--- config.mk ---
export PLATFORM = sky130hd
export DESIGN_NAME = exc_entry_ctrl
export DESIGN_NICKNAME = d
export VERILOG_FILES = /design/src/rtl/exc_entry_ctrl.sv
export SDC_FILE = /design/constraint.sdc
export NUM_CORES = 1
export LEC_CHECK = 0
export ABC_AREA = 0
export BUFFER_PORTS_ARGS = -buffer_cell sky130_fd_sc_hd__clkbuf_2
export CAP_MARGIN = 20
export CORE_ASPECT_RATIO = 0.8
export CORE_MARGIN = 4
export CORE_UTILIZATION = 44
export DETAILED_ROUTE_END_ITERATION = 10
export GPL_ROUTABILITY_DRIVEN = 0
export HOLD_SLACK_MARGIN = 0.12
export PLACE_DENSITY = 0.82
export SLEW_MARGIN = 5
export SYNTH_ARGS = -nofsm -noshare
export SYNTH_HDL_FRONTEND = slang
export SYNTH_SLANG_ARGS = --single-unit
--- constraint.sdc ---
create_clock -name clk -period 2.3 [get_ports clk]
set_clock_uncertainty 0.05 [all_clocks]
set_input_delay 0.115 -clock clk [delete_from_list [all_inputs] [get_ports clk]]
set_output_delay 0.115 -clock clk [all_outputs]
set_load 0.05 [all_outputs]
--- src/rtl/exc_entry_ctrl.sv ---
module exc_entry_ctrl #(
  parameter int XLEN       = 32,
  parameter int CAUSE_W    = 4,
  parameter int N_CAUSES   = 15,
  parameter int TICK_CAUSE = 5,
  parameter int IRQ_CAUSE  = 8,
  parameter int SYS_CAUSE  = 12,
  parameter int FPE_CAUSE  = 13,
  parameter int VEC_SHIFT  = 8,
  parameter int SM_BIT     = 0,
  parameter int TEE_BIT    = 1,
  parameter int IEE_BIT    = 2,
  parameter int DME_BIT    = 5,
  parameter int IME_BIT    = 6,
  parameter int DSX_BIT    = 13
) (
  input  logic               clk,
  input  logic               rst_n,
  input  logic               exc_req_i,
  input  logic [CAUSE_W-1:0] exc_cause_i,
  input  logic [XLEN-1:0]    pc_cur_i,
  input  logic [XLEN-1:0]    pc_next_i,
  input  logic [XLEN-1:0]    pc_branch_i,
  input  logic               ds_flag_i,
  input  logic [XLEN-1:0]    sr_i,
  output logic               redirect_o,
  output logic [XLEN-1:0]    vec_pc_o,
  output logic [XLEN-1:0]    epc_o,
  output logic [XLEN-1:0]    esr_o,
  output logic [XLEN-1:0]    sr_o,
  output logic               ds_clr_o,
  output logic               tlb_flush_o,
  output logic               xlate_off_o,
  output logic               cause_err_o
);

  localparam logic [XLEN-1:0] ONE      = XLEN'(1);
  localparam logic [XLEN-1:0] CLR_MASK = (ONE << TEE_BIT) | (ONE << IEE_BIT) |
                                         (ONE << DME_BIT) | (ONE << IME_BIT);
  localparam logic [XLEN-1:0] SM_MASK  = ONE << SM_BIT;
  localparam logic [XLEN-1:0] DSX_MASK = ONE << DSX_BIT;

  logic [31:0]     cause_ext;
  logic            legal, resume_cls, take, bad;
  logic [XLEN-1:0] ret_addr, sr_new, vec_new;

  assign cause_ext  = 32'(exc_cause_i);
  assign legal      = (cause_ext != 32'd0) && (cause_ext < 32'(N_CAUSES));
  assign resume_cls = (cause_ext == 32'(TICK_CAUSE)) || (cause_ext == 32'(IRQ_CAUSE)) ||
                      (cause_ext == 32'(SYS_CAUSE))  || (cause_ext == 32'(FPE_CAUSE));
  assign take       = exc_req_i & legal;
  assign bad        = exc_req_i & ~legal;

  assign ret_addr = ds_flag_i ? (resume_cls ? pc_branch_i : pc_cur_i - XLEN'(4))
                              : (resume_cls ? pc_next_i   : pc_cur_i);
  assign sr_new   = (sr_i & ~CLR_MASK) | SM_MASK | (ds_flag_i ? DSX_MASK : '0);
  assign vec_new  = XLEN'(exc_cause_i) << VEC_SHIFT;

  always_ff @(posedge clk) begin
    if (!rst_n) begin
      redirect_o  <= 1'b0;
      tlb_flush_o <= 1'b0;
      ds_clr_o    <= 1'b0;
      cause_err_o <= 1'b0;
      xlate_off_o <= 1'b0;
      vec_pc_o    <= '0;
      epc_o       <= '0;
      esr_o       <= '0;
      sr_o        <= '0;
    end else begin
      redirect_o  <= take;
      tlb_flush_o <= take;
      ds_clr_o    <= take & ds_flag_i;
      cause_err_o <= bad;
      if (take) begin
        xlate_off_o <= 1'b1;
        vec_pc_o    <= vec_new;
        epc_o       <= ret_addr;
        esr_o       <= sr_i;
        sr_o        <= sr_new;
      end
    end
  end


  dsx_set_chk: assert property (@(posedge clk) disable iff (!rst_n)
    redirect_o |-> sr_o[DSX_BIT] == ($past(ds_flag_i) | $past(sr_i[DSX_BIT])));

  ds_clr_chk: assert property (@(posedge clk) disable iff (!rst_n)
    ds_clr_o |-> redirect_o && sr_o[DSX_BIT]);

  esr_copy_chk: assert property (@(posedge clk) disable iff (!rst_n)
    redirect_o |-> esr_o == $past(sr_i));

  sr_force_chk: assert property (@(posedge clk) disable iff (!rst_n)
    redirect_o |-> sr_o[SM_BIT] && !sr_o[TEE_BIT] && !sr_o[IEE_BIT] &&
                   !sr_o[DME_BIT] && !sr_o[IME_BIT]);

  vec_align_chk: assert property (@(posedge clk) disable iff (!rst_n)
    redirect_o |-> vec_pc_o[VEC_SHIFT-1:0] == '0 && vec_pc_o != '0);

  err_hold_chk: assert property (@(posedge clk) disable iff (!rst_n)
    cause_err_o |-> !redirect_o && !tlb_flush_o && $stable(epc_o) && $stable(sr_o));

  flush_pair_chk: assert property (@(posedge clk) disable iff (!rst_n)
    redirect_o |-> tlb_flush_o && xlate_off_o);

  idle_quiet_chk: assert property (@(posedge clk) disable iff (!rst_n)
    !$past(exc_req_i) |-> !redirect_o && !cause_err_o && !tlb_flush_o);

endmodule

* After elaboration in Yosys (flattened, before gate mapping)
Cells that the tools add are included.
Cells by class: add/sub/neg operators 1, $lt $le $gt $ge 1, equality and inequality tests 4, mux-type cells 4, bitwise logic cells 5, reduce and logical (&&, ||, !) cells 5
Operators by type and width (number):
- 32-bit 2-to-1 mux | 3
- 32-bit by 14-bit OR with 32-bit output | 1
- 32-bit nonzero test | 1
- 32-bit by 3-bit subtractor with 32-bit output, second input constant | 1
- 14-bit 2-to-1 mux | 1
- 4-bit == test, second input constant | 3
- 4-bit by 3-bit == test with 1-bit output, second input constant | 1
- 4-bit < comparator, second input constant | 1
- 1-bit AND | 3
- 1-bit logical OR | 3
- 1-bit logical AND | 1
- 1-bit NOT | 1
Storage, ports and cells: register bits 104, input port bits 136, output and inout bits 133, word-level logic and storage cells 28

* Depth between registers and ports, before layout
Gate-level depths: netlist of run 1.
depth after elaboration 6, depth in mapped cells 8, gate-level depth less buffers 8

* Worst setup path after synthesis of run 1
Ideal clock, no wire load.
path kind input to register, start input port pc_cur_i[22], end register epc_o[27], setup time 0.117 ns, data arrival time 1.859 ns, required time 2.133 ns, slack 0.273 ns, stages on the path 6, buffers on the path 0, cells stage by stage or4_4 -> or4_4 -> nor4_4 -> xnor2_1 -> nand3_1 -> a32o_1
On the way: longest elaborated chain between the ends 3
Ends and longest elaborated chain:
- from (decl) | RTL line 21 | input logic [XLEN-1:0] pc_cur_i,
- 32-bit by 3-bit subtractor with 32-bit output | RTL line 54 | assign ret_addr = ds_flag_i ? (resume_cls ? pc_branch_i : pc_cur_i - XLEN'(4))
- 32-bit 2-to-1 mux (2 in a row) | RTL line 54
- to (signal assigned) | RTL line 78 | epc_o <= ret_addr;
- to (decl) | RTL line 28 | output logic [XLEN-1:0] epc_o,
Every way passes these cells. A chain may end at the register's enable or synchronous reset.

* Worst setup path in the final report of run 1
start input port pc_cur_i[24], end register epc_o[27]
The elaborated chain is that of the path after synthesis.

==> out/metrics.cfg, run 1 <==
[yosys]
ys_ff_latch=73
synthXorXnorAreaFrac=0.04605
synth.most_common_cell=nand2_1
seq_area_frac_synth=0.3341
synth_compound_area_frac=0.2031
synth_area_um2=4374
synth.largest_area_cell=dfxtp_1
yosysWarnings=0
synth_top_area_frac=0.3341
synthAdderAreaFrac=0.002860
synth_edf_count=0
synth_area_per_cell_um2=7.825
synthFlopType=dfxtp_1
synth_commonest_cells=136 x nand2_1, 73 x dfxtp_1, 60 x buf_4
synthMuxAreaShare=0.04577
synth.area.top_cells=dfxtp_1 33%, nand2_1 12%, buf_4 10%
synth_simple_gate_area_frac=0.2294
yosysUniqueCellTypes=57
syn_inst=559
ys_async_sr_fraction=0
synth_top_family_by_area=simple AND/OR/NAND/NOR gates

[finish]
syn_to_final_growth_pct=46.68
final_cells=969
antenna_cells=0
drive_above_1_share=0.3457
nets=965

[timing]
final-hold-violation-count=0
tns_ns=0
drv_slew=0
layout_min_cycle_time_ns=2.075
fin_crit_sh=0.9021
relSlewSlack=0.5736
layout_setup_ws_ns=0.2252
max_freq_ghz=0.4820
rsz0062_at_grt=no
setup_viol=0
tightestPinTransition_ns=0.6338

[routing]
drt_wl_total_mm=15.69
ant_nets=0
num_vias=4899
wire_per_inst_um=16.20
drc=0
vias_per_cell=5.056
drt_iter0_drc=344
firstDrtPassIters=4

[power]
vdd_drop_max_uv=452.3
p_leak_uw=0.003037
p_per_area_nw_per_um2=636.4

[floorplan]
die_y_um=97.18
core_region_area_um2=9689
fp.dieArea_um2=11610
rows=32
start_util=0.4514
io_pins=269
die_w_um=119.5

[placement]
placed_cells=890
dpl_worst_slack_ns=0.06213
hpwlAfterDp_mm=10.74
port_buffers=236

[global_routing]
grt_pass1_vias=4804
track_usage=0.2597
grt_antenna_before_repair=0
grt_pass1_wl_mm=24.56
grt_remaining_overflow=0
grt_max_degree=60

[clock_tree]
htreeDepth=3
cts_num_sinks=73
clock_path_buffers=2
clkLatencyLatePin_ns=0.32
numCtsBuffers=9
clk_root_buffer_cell=clkbuf_16
cts_hold_buffers=63
path_clk_slew_ns=0.06
cts_setup_buffers=0
cts_tree=built
ctsResizeCount=0

[setup_path]
worst_setup_path_end_kind=flop
critPathRequiredTime_ns=2.47
crit_path_start_kind=input port
crit_fanout=4
worstPathArrival_ns=2.24
setup.worst_path.class=input port to flop

[run_status]
outcome=complete, no violations

[job]
max_cap_violations=0

[worst_hold_path]
hp-class=input port to flop

==> registers in the layout, summed over array words and instances (netlist names) <==
register     flops
epc_o           32
esr_o           31
vec_pc_o         4
sr_o             3
cause_err_o      1
ds_clr_o         1
tlb_flush_o      1
==> through the flow <==
stage,hold slack [ns],instance area (um^2),util,power (uW)
2_1_floorplan,0.1788,4491,-,2318
3_3_place_gp,0.2994,5488,0.5664,2601
3_5_place_dp,0.3057,5488,0.5664,2613
4_1_cts,0.1202,6416,0.6622,4092
5_1_grt,0.1369,6416,0.6622,4247
6_report,0.1267,6416,0.6622,4083
==> power by group <==
group | switching, uW | internal (uW)
registers | 55.9 | 1350
logic | 889 | 387
clock network | 553 | 844
==> critical path: stages <==
cell	delay (ns)
dlygate4sd3_1	0.54
clkbuf_2	0.14
or4_4	0.58
nor4_4	0.30
xnor2_1	0.16
nand3_1	0.11
a32o_1	0.29
==> final timing paths <==
path                           from                      to  slack (ns)  depth (start not counted)
min                   pc_next_i[25]  epc_o[25]$_SDFFE_PN0P_        0.13                          4
max                    pc_cur_i[24]  epc_o[27]$_SDFFE_PN0P_        0.23                          7
min reg2reg   epc_o[7]$_SDFFE_PN0P_   epc_o[7]$_SDFFE_PN0P_        0.40                          2
max reg2reg  epc_o[14]$_SDFFE_PN0P_  epc_o[14]$_SDFFE_PN0P_        1.46                          2
==> cell type report <==
| cell class | count | area [um^2] |
|---|---|---|
| Timing Repair Buffer | 323 | 2029 |
| Fill cell | 820 | 3273 |
| Tap cell | 136 | 170.2 |
| Sequential cell | 73 | 1461 |
| Clock inverter | 6 | 68.82 |
| Clock buffer | 10 | 229.0 |
| Multi-Input combinational cell | 417 | 2442 |
| Inverter | 4 | 15.01 |
==> cells in the final DEF (no fill, tap or decap), types with 4 or more instances in the layout <==
| master | instances |
|---|---|
| xnor2_1 | 10 |
| buf_4 | 21 |
| conb_1 | 32 |
| dlygate4sd3_1 | 63 |
| nand2_1 | 135 |
| o211ai_1 | 15 |
| nor2_1 | 16 |
| a21oi_1 | 11 |
| nand3_1 | 12 |
| nor3_1 | 6 |
| xor2_1 | 13 |
| nand3b_1 | 4 |
| nor2b_1 | 6 |
| clkbuf_16 | 9 |
| dfxtp_1 | 73 |
| nor4_1 | 8 |
| a211o_1 | 5 |
| a22oi_1 | 7 |
| clkbuf_2 | 236 |
| o21ai_0 | 25 |
| mux2i_1 | 20 |
| a21boi_0 | 42 |
==> per-layer routing <==
metal	GRT usage	share of wire	up-vias
li1	-	-	2372
met1	0.3043	0.41	2270
met2	0.4414	0.48	220
met3	0.08091	0.080	37
met4	0.1030	0.027	0
met5	0	0	-
==> logic make-up after synthesis <==
kind of cell	after synthesis
and+or+nand+nor	214
buffers and inverters	100
AOI/OAI and AO/OA	127
other	1
muxes	20
DFF	73
xor gates and xnor gates	23
adders and majority gates	1
No activity file was read; power rests on OpenSTA's default activity.
==> inputs of run 2 (changes only) <==
- RECOVER_POWER: not set -> 25
==> run 2 against run 1 <==
Design area shrank 0.84%. Flip-flop and latch count is the same. First-iteration DRC count grew 5.2%. Sequential power is essentially flat. Highest routed layer unchanged.
==> out/metrics.cfg, run 2 (synthesis results as in run 1) <==
[job]
max_cap_violations=0  ; unchanged

[timing]
max_freq_ghz=0.4825  ; +0.11%
layout_setup_ws_ns=0.2275  ; +0.002288 ns
tightestPinTransition_ns=0.6592  ; +0.02543 ns
tns_ns=0  ; unchanged
layout_min_cycle_time_ns=2.072  ; -0.002288 ns
setup_viol=0  ; unchanged
drv_slew=0  ; unchanged
final-hold-violation-count=0  ; unchanged
fin_crit_sh=0.9011  ; -0.0009948
relSlewSlack=0.5624  ; -0.01118
rsz0062_at_grt=no

[power]
vdd_drop_max_uv=449.3  ; -0.66%
p_per_area_nw_per_um2=639.1  ; +0.41%
p_leak_uw=0.002895  ; -4.7%
power.total_uw=4066  ; -0.43%

[floorplan]
io_pins=269  ; unchanged
die_y_um=97.18  ; unchanged
fp.dieArea_um2=11610  ; unchanged
rows=32  ; unchanged
die_w_um=119.5  ; unchanged
core_region_area_um2=9689  ; unchanged
start_util=0.4514  ; unchanged

[setup_path]
worst_setup_path_end_kind=flop
crit_path_start_kind=input port
regToRegSetupSlack_ns=1.46  ; about the same
r2r-end=epc_o[14]$_SDFFE_PN0P_
r2r_cells=2  ; unchanged
critPathRequiredTime_ns=2.47  ; about the same
r2r-start=epc_o[14]$_SDFFE_PN0P_
worstPathArrival_ns=2.24  ; about the same
crit_fanout=4  ; unchanged
setup.worst_path.class=input port to flop

[finish]
final_cells=969  ; unchanged
antenna_cells=0  ; unchanged
syn_to_final_growth_pct=45.45
final_common_cell=clkbuf_2
drive_above_1_share=0.2941  ; -0.05162
num-fill-cells=846  ; +3.2%
reg_top3=epc_o x32, esr_o x31, vec_pc_o x4
nets=965  ; unchanged
layout_common_cells=193 x clkbuf_2, 135 x nand2_1, 73 x dfxtp_1
top_register=epc_o
largest_register_ffs=32  ; unchanged

[clock_tree]
clk_root_buffer_cell=clkbuf_16
htreeDepth=3  ; unchanged
cts_num_sinks=73  ; unchanged
cts_tree=built
clock_path_buffers=2  ; unchanged
cts_setup_buffers=0  ; unchanged
path_clk_slew_ns=0.06  ; about the same
numCtsBuffers=9  ; unchanged
clkLatencyLatePin_ns=0.32  ; about the same

[run_status]
outcome=complete, no violations

[routing]
ant_nets=0  ; unchanged
drt_iter0_drc=362  ; +5.2%
wire_per_inst_um=16.22  ; +0.14%
num_vias=4888  ; -0.22%
drt_wl_total_mm=15.72  ; +0.14%
firstDrtPassIters=4  ; unchanged
drc=0  ; unchanged
vias_per_cell=5.044  ; -0.22%

[global_routing]
track_usage=0.2597  ; unchanged
grt_max_degree=60  ; unchanged
grt_antenna_before_repair=0  ; unchanged
grt_pass1_wl_mm=24.56  ; unchanged
grt_remaining_overflow=0  ; unchanged
grt_pass1_vias=4804  ; unchanged

[placement]
dpl_worst_slack_ns=0.06213  ; unchanged
placed_cells=890  ; unchanged
port_buffers=236  ; unchanged
hpwlAfterDp_mm=10.74  ; unchanged

[worst_hold_path]
hp-class=input port to flop
worstHoldPathCells=4  ; unchanged
whs_endpoint=epc_o[25]$_SDFFE_PN0P_
min_from=pc_next_i[25]

==> run 2: cell count changes in the layout (fill, tap and decap cells not counted) <==
cell / before / now
clkbuf_1: 1 / 44
clkbuf_2: 236 / 193
==> run 2: critical path, stage by stage <==
cell and delay (ns):
dlygate4sd3_1 0.54, clkbuf_2 0.14, or4_4 0.58, nor4_4 0.30, xnor2_1 0.16, nand3_1 0.11, a32o_1 0.29
==> run 2: cell type report <==
class	instances	area [um^2]	share of cell area
tap	136	170.2	0.02675
inverter	4	15.01	0.002360
timing repair buffer	323	1976	0.3105
multi-input combinational	417	2442	0.3839
clock buffer	10	229.0	0.03599
sequential	73	1461	0.2297
clock inverter	6	68.82	0.01082
==> run 2: metal layers <==
layer	GRT usage	part of all wire
met4	0.1030	0.027
met1	0.3043	0.40
met3	0.08091	0.086
met2	0.4414	0.48
met5	0	0
==> run 2: what timing repair did <==
action | 4_1_cts | 5_1_grt
hold buffers | 63 | 0
hold endpoints to repair | 51 | 0
gates resized for setup | 0 | 0
==> run 2: per-stage QoR <==
stage	utilization	area, um^2	hold WS, ns
finish	0.6566	6362	0.1261
floorplan	-	4491	0.1788
CTS	0.6622	6416	0.1202
global route	0.6566	6362	0.1369
detailed placement	0.5664	5488	0.3057
global placement	0.5664	5488	0.2994
==> run 2: worst max path at each step <==
stage / startpoint / cells after the start / endpoint
detailed placement: pc_cur_i[22] / 7 / epc_o[27]$_SDFFE_PN0P_
CTS: pc_cur_i[24] / 7 / epc_o[27]$_SDFFE_PN0P_
global route: pc_cur_i[24] / 7 / epc_o[27]$_SDFFE_PN0P_
global placement: pc_cur_i[22] / 7 / epc_o[27]$_SDFFE_PN0P_
floorplan: pc_cur_i[22] / 6 / epc_o[27]$_SDFFE_PN0P_
finish: pc_cur_i[24] / 7 / epc_o[27]$_SDFFE_PN0P_
==> run 2: report_power, final <==
group          switching (uW)  internal (uW)  leakage [uW]
combinational             889            374       0.00215
sequential               55.8           1350      0.000601
clock                     549            844      0.000143
